`src/rtl/sdram_seq_pkg.sv`:
```
package sdram_seq_pkg;

    typedef enum logic [1:0] {
        SRC_CPU  = 2'b00,
        SRC_DISP = 2'b01,
        SRC_DMA  = 2'b10,
        SRC_RSVD = 2'b11
    } src_e;

    typedef enum logic [1:0] {
        ST_IDLE = 2'b00,
        ST_ROW  = 2'b01,
        ST_COL  = 2'b10
    } seq_st_e;

endpackage

```
`src/rtl/sdram_rc_map.sv`:
```
module sdram_rc_map #(
    parameter int ADDR_W   = 27,
    parameter int PIN_W    = 16,
    parameter int ROW_BASE = 9,
    parameter int COL_MIN  = 8,
    localparam int COLW    = COL_MIN + 2
) (
    input  logic [ADDR_W-1:0] byte_addr,
    input  logic [1:0]        width_sel,
    output logic [PIN_W-1:0]  row_addr,
    output logic [COLW-1:0]   col_start,
    output logic [COLW-1:0]   col_mask,
    output logic [COLW:0]     page_beats,
    output logic              width_bad
);
    localparam logic [COLW:0]   ONE_P = 1;
    localparam logic [COLW-1:0] ONE_C = 1;

    logic [1:0]       step;
    logic [PIN_W-1:0] cand [3];

    for (genvar g = 0; g < 3; g++) begin : g_row
        assign cand[g] = byte_addr[ROW_BASE+g +: PIN_W];
    end

    always_comb begin
        width_bad  = (width_sel == 2'b11);
        step       = width_bad ? 2'b10 : width_sel;
        row_addr   = cand[step];
        page_beats = ONE_P << (COL_MIN + 32'(step));
        col_mask   = page_beats[COLW-1:0] - ONE_C;
        col_start  = byte_addr[COLW:1] & col_mask;
    end

endmodule

```
`src/rtl/sdram_burst_sel.sv`:
```
module sdram_burst_sel
    import sdram_seq_pkg::*;
#(
    parameter int NUM_CH = 4,
    parameter int BL_W   = 6,
    parameter int CNT_W  = 11,
    localparam int CH_W  = (NUM_CH > 1) ? $clog2(NUM_CH) : 1
) (
    input  logic [1:0]           src,
    input  logic [CH_W-1:0]      chan,
    input  logic                 incr,
    input  logic                 internal,
    input  logic [NUM_CH*BL_W-1:0] len_flat,
    input  logic [CNT_W-1:0]     page_beats,
    output logic [CNT_W-1:0]     beats
);
    localparam logic [CNT_W-1:0] ONE_B = 1;

    logic [BL_W-1:0]  fld [NUM_CH];
    logic [CNT_W-1:0] dma_beats;

    for (genvar g = 0; g < NUM_CH; g++) begin : g_fld
        assign fld[g] = len_flat[g*BL_W +: BL_W];
    end

    always_comb begin
        dma_beats = ONE_B;
        if (incr && internal)
            dma_beats = {{(CNT_W-BL_W){1'b0}}, fld[chan]} + ONE_B;
        case (src_e'(src))
            SRC_DISP: beats = page_beats;
            SRC_DMA:  beats = dma_beats;
            default:  beats = ONE_B;
        endcase
    end

endmodule

```
`src/rtl/sdram_addr_seq.sv`:
```
module sdram_addr_seq
    import sdram_seq_pkg::*;
#(
    parameter int ADDR_W   = 27,
    parameter int PIN_W    = 16,
    parameter int ROW_BASE = 9,
    parameter int COL_MIN  = 8,
    parameter int NUM_CH   = 4,
    parameter int BL_W     = 6,
    localparam int COLW    = COL_MIN + 2,
    localparam int CNT_W   = COLW + 1,
    localparam int CH_W    = (NUM_CH > 1) ? $clog2(NUM_CH) : 1
) (
    input  logic                   clk,
    input  logic                   rst_n,
    input  logic                   req_valid,
    input  logic [ADDR_W-1:0]      req_addr,
    input  logic [1:0]             req_src,
    input  logic [CH_W-1:0]        dma_chan,
    input  logic                   dma_incr,
    input  logic                   to_internal,
    input  logic                   auto_pre,
    input  logic [1:0]             width_sel,
    input  logic [NUM_CH*BL_W-1:0] dma_len_flat,
    output logic                   req_ready,
    output logic [PIN_W-1:0]       addr_pins,
    output logic                   phase_row,
    output logic                   phase_col,
    output logic                   burst_done,
    output logic                   cfg_err
);
    localparam logic [COLW-1:0]  ONE_C = 1;
    localparam logic [CNT_W-1:0] ONE_B = 1;

    typedef struct packed {
        seq_st_e          st;
        logic [PIN_W-1:0] row;
        logic [COLW-1:0]  col;
        logic [COLW-1:0]  mask;
        logic [CNT_W-1:0] left;
        logic             ap;
    } seq_t;

    seq_t seq_d, seq_q;

    logic [PIN_W-1:0] map_row;
    logic [COLW-1:0]  map_col;
    logic [COLW-1:0]  map_mask;
    logic [CNT_W-1:0] map_page;
    logic [CNT_W-1:0] sel_beats;

    sdram_rc_map #(
        .ADDR_W  (ADDR_W),
        .PIN_W   (PIN_W),
        .ROW_BASE(ROW_BASE),
        .COL_MIN (COL_MIN)
    ) u_map (
        .byte_addr (req_addr),
        .width_sel (width_sel),
        .row_addr  (map_row),
        .col_start (map_col),
        .col_mask  (map_mask),
        .page_beats(map_page),
        .width_bad (cfg_err)
    );

    sdram_burst_sel #(
        .NUM_CH(NUM_CH),
        .BL_W  (BL_W),
        .CNT_W (CNT_W)
    ) u_len (
        .src       (req_src),
        .chan      (dma_chan),
        .incr      (dma_incr),
        .internal  (to_internal),
        .len_flat  (dma_len_flat),
        .page_beats(map_page),
        .beats     (sel_beats)
    );

    always_comb begin
        seq_d = seq_q;
        case (seq_q.st)
            ST_IDLE: begin
                if (req_valid) begin
                    seq_d.st   = ST_ROW;
                    seq_d.row  = map_row;
                    seq_d.col  = map_col;
                    seq_d.mask = map_mask;
                    seq_d.left = sel_beats - ONE_B;
                    seq_d.ap   = auto_pre;
                end
            end
            ST_ROW: seq_d.st = ST_COL;
            ST_COL: begin
                if (seq_q.left == '0) begin
                    seq_d.st = ST_IDLE;
                end else begin
                    seq_d.left = seq_q.left - ONE_B;
                    seq_d.col  = (seq_q.col + ONE_C) & seq_q.mask;
                end
            end
            default: seq_d.st = ST_IDLE;
        endcase
    end

    always_ff @(posedge clk or negedge rst_n) begin
        if (!rst_n) seq_q <= '0;
        else        seq_q <= seq_d;
    end

    always_comb begin
        req_ready  = (seq_q.st == ST_IDLE);
        phase_row  = (seq_q.st == ST_ROW);
        phase_col  = (seq_q.st == ST_COL);
        burst_done = phase_col && (seq_q.left == '0);
        addr_pins  = '0;
        if (phase_row) addr_pins = seq_q.row;
        if (phase_col) addr_pins = {{(PIN_W-COLW-1){1'b0}}, seq_q.ap, seq_q.col};
    end

endmodule

```
`config.mk`:
```
export PLATFORM = sky130hd
export DESIGN_NAME = sdram_addr_seq
export DESIGN_NICKNAME = d
export VERILOG_FILES = /design/src/rtl/sdram_seq_pkg.sv /design/src/rtl/sdram_rc_map.sv /design/src/rtl/sdram_burst_sel.sv /design/src/rtl/sdram_addr_seq.sv
export SDC_FILE = /design/constraint.sdc
export NUM_CORES = 1
export LEC_CHECK = 0
export ABC_AREA = 1
export BUFFER_PORTS_ARGS = -buffer_cell sky130_fd_sc_hd__buf_2
export CORE_MARGIN = 4
export CORE_UTILIZATION = 45
export CTS_CLUSTER_SIZE = 30
export DETAILED_ROUTE_END_ITERATION = 10
export PLACE_DENSITY = 0.63
export SYNTH_ARGS = -nofsm -noshare
export SYNTH_HDL_FRONTEND = slang
export SYNTH_HIERARCHICAL = 1
export SYNTH_SLANG_ARGS = --single-unit
```
`constraint.sdc`:
```
create_clock -name clk -period 3.06 [get_ports clk]
set_input_delay 0.459 -clock clk [delete_from_list [all_inputs] [get_ports clk]]
set_output_delay 0.459 -clock clk [all_outputs]
set_load 0.03 [all_outputs]
```
==> implementation parameters <==
Parameter                              Value

Placement
  Routability-driven placement congestion ratio ... 0.837
  Dpl ws ... 232 ps
  Number of buffers added on ports ... 82
  Placed cell area ... 0.00450 mm^2
  Final HPWL DP ... 7.56 mm

Synthesis
  Number of warnings printed during yosys synthesis ... 6
  Post-synthesis area per instance ... 6.46 um^2
  Post-synthesis instance area ... 0.00425 mm^2
  #FFs+latches synth ... 50
  Cells after synthesis ... 658
  Unique cell type count in the Yosys netlist ... 33
  Sequential share of the synthesized area ... 0.294

Final layout
  Largest reg by FF count ... seq_q
  Post-route standard cell area excluding fillers ... 0.00460 mm^2
  Max reg flops ... 50
  Count of inserted antenna diode cells ... 0
  Fraction of final layout cells with drive strength greater than 1 ... 0.230
  Final standard cell utilization of the core ... 0.500
  Commonest cells after routing, fill and taps aside ... sky130_fd_sc_hd__nand2_1, sky130_fd_sc_hd__buf_2, sky130_fd_sc_hd__nand3_1
  Most common library cell in the layout ignoring fill and taps ... sky130_fd_sc_hd__nand2_1
  Largest registers ... seq_q: 50 flops
  Total number of nets in the final design ... 785
  Layout area overhead ... 8.16%

CTS
  Buffer cell driving the clock tree root ... sky130_fd_sc_hd__clkbuf_8
  Deepest clock path buffer count ... 2
  Post-CTS Hold Buffers ... 0
  Number of buffers added for setup after CTS ... 0
  H-tree depth ... 2
  Number of buffers created by CTS ... 5
  Post-cts resize count ... 0
  TritonCTS clock tree ... built
  Clock sink count ... 50
  Worst-skew pair later-pin latency ... 310 ps
  Reg clk slew, reported paths ... 110 ps

STA
  Setup repair after global routing missed its margin ... no
  Slew headroom ... 0.508
  Setup violations, final ... 0
  Final setup margin ... 562 ps
  Final Hold Fails ... 0
  Count of final max-slew check failures ... 0
  Actual slew at the worst max-slew pin ... 735 ps
  Maximum clock frequency ... 400 MHz
  Final worst path period need ... 2500 ps
  Final worst clock skew ... 14.7 ps
  Tcrit/Tclk final ... 0.816
  Final setup TNS ... 0 ps

Global route
  Total gr overflow ... 0
  Most crowded layer after global routing ... met2
  Global routing met3 resource utilization ... 0.0315
  GRT Resource Usage Total ... 0.184
  GR Util met2 ... 0.294
  Largest net degree at the start of global routing ... 35
  Met1 GRT Util ... 0.265
  Number of antenna violations at the first check in global routing ... 0
  Vias in the first global route ... 3784
  Wire length of the first global-routing pass ... 17.3 mm

Power and ir drop
  Sequential cell fraction of total power ... 0.343
  Combinational group share of total power ... 0.533
  Worst IR Drop VDD ... 340 uV
  Cell Pwr Density ... 728 mW/mm^2
  Switching part of the total power ... 0.498
  Leak ... 2.56 nW
  Proportion of power drawn by the clock network ... 0.124
  Internal power ... 0.00168 W
  Switching Power ... 0.00167 W

Critical path
  Slowest cell on the critical path ... sky130_fd_sc_hd__or2_2
  Setup crit start kind ... input port
  Worst setup path startpoint ... dma_chan[0]
  Cell repeated most along the worst path ... sky130_fd_sc_hd__nand2_1
  WP data required ... 3300 ps
  Setup slack of the worst register-to-register path ... 1070 ps
  RR Startpoint ... seq_q[1]$_DFFE_PN0P_
  Setup CP Type ... in -> reg
  Worst reg2reg path depth ... 8
  Biggest fanout along the worst timing path ... 14
  Worst reg2reg endpoint ... seq_q[11]$_DFFE_PN0P_
  Cells along the critical path ... buf_2, inv_2, nand2_1, nand3_1, nand2_2, inv_2, ha_1, or2_2, nand3_1, a21oi_1, inv_1, nand3_1, nor2_2, xor2_1, nand2_1, nand2_1, nand2_1, nand2_1
  Slowest cell delay on critical path ... 290 ps
  Worst setup EP type ... register
  Data arrival time of the critical path ... 2740 ps

Worst hold path
  Path class of the lowest-slack min-delay path ... in -> async

Drt
  Per-cell via count in the routed design ... 4.88
  DR vias ... 4035
  Initial drt markers ... 205
  Routed wire length ... 9.97 mm
  Wirelength per Cell ... 12.1 um
  Number of remaining DRC errors ... 0
  Pre-antenna DRT Iters ... 4
  Antenna violation net count after detailed routing ... 0

Floorplan
  Number of rows created at floorplan ... 35
  Area of the die ... 0.0111 mm^2
  Starting utilization of the core area ... 0.462
  Die Y-Extent ... 105 um
  I/O pin total ... 84
  Area of the core ... 0.00920 mm^2
  Die Span X ... 105 um

Outcome
  Status ... completed

Flow run
  MaxCap Viol Count ... 0
[cells by family (layout without fill, tap and decap cells)]
kind of cell | count (synthesis) | after routing | synth area share
and+or+nand+nor | 424 | 424 | 0.447
other | 2 | 16 | 0.00177
adders and majority gates | 7 | 7 | 0.0206
xor gates and xnor gates | 4 | 4 | 0.00825
buffers and inverters | 113 | 157 | 0.144
AOI/OAI and AO/OA | 58 | 58 | 0.0833
DFF | 50 | 50 | 0.294
[routing by layer]
| metal | up-vias | part of all wire |
|---|---|---|
| met3 | 7 | 0.046 |
| met2 | 86 | 0.44 |
| met4 | 0 | 0.0078 |
| met5 | - | 0 |
| met1 | 1808 | 0.50 |
| li1 | 2134 | - |
[stage by stage]
stage / power (W) / hold WS, ps / instances
final: 0.00335 / 74.1 / 827
after global routing: 0.00367 / 109 / 827
after CTS: 0.00337 / 94.1 / 827
after detailed placement: 0.00295 / 428 / 819
after global placement: 0.00291 / 427 / 819
after floorplan: 0.00257 / 163 / 672
[cell usage after synthesis, drive strengths merged]
cell / n / share of area
a21oi: 10 / 0.013
a22o: 1 / 0.0021
buf: 42 / 0.082
clkbuf: 7 / 0.0062
conb: 2 / 0.0018
dfrtp: 50 / 0.29
ha: 7 / 0.021
inv: 64 / 0.057
nand2: 288 / 0.27
nand3: 79 / 0.10
nand3b: 3 / 0.0053
nand4: 6 / 0.012
nor2: 44 / 0.048
nor3: 1 / 0.0012
o21ai: 44 / 0.064
o22ai: 3 / 0.0044
or2: 3 / 0.0044
xnor2: 2 / 0.0041
xor2: 2 / 0.0041
[worst max path at each step]
stage | depth (start not counted) | slack [ps] | endpoint
6_report | 18 | 560 | seq_q[6]$_DFFE_PN0P_
5_1_grt | 18 | 310 | seq_q[6]$_DFFE_PN0P_
4_1_cts | 18 | 560 | seq_q[6]$_DFFE_PN0P_
3_5_place_dp | 18 | 230 | seq_q[6]$_DFFE_PN0P_
3_3_place_gp | 18 | 310 | seq_q[6]$_DFFE_PN0P_
2_1_floorplan | 17 | 730 | seq_q[10]$_DFFE_PN0P_
[final cells by class]
cell class / instances / area, um^2
Timing Repair Buffer: 85 / 433
Sequential cell: 50 / 1250
Clock buffer: 6 / 82.6
Inverter: 64 / 240
Tap cell: 111 / 139
Fill cell: 982 / 4600
Clock inverter: 2 / 12.5
Multi-Input combinational cell: 509 / 2440
[power by group through the flow]
stage	clock [W]	sequential, W	combinational (W)
2_1_floorplan	0	0.00110	0.00146
3_3_place_gp	0	0.00115	0.00176
3_5_place_dp	0	0.00115	0.00179
4_1_cts	0.000427	0.00115	0.00180
5_1_grt	0.000451	0.00119	0.00202
6_report	0.000415	0.00115	0.00178
[critical path: cells and delay by family]
kind / cells / cell delay [ps]
adders and majority gates: 1 / 210
AOI/OAI and AO/OA: 1 / 90
and+or+nand+nor: 11 / 1250
buffers and inverters: 4 / 550
xor gates and xnor gates: 1 / 170
(Power assumes the default switching activity.)
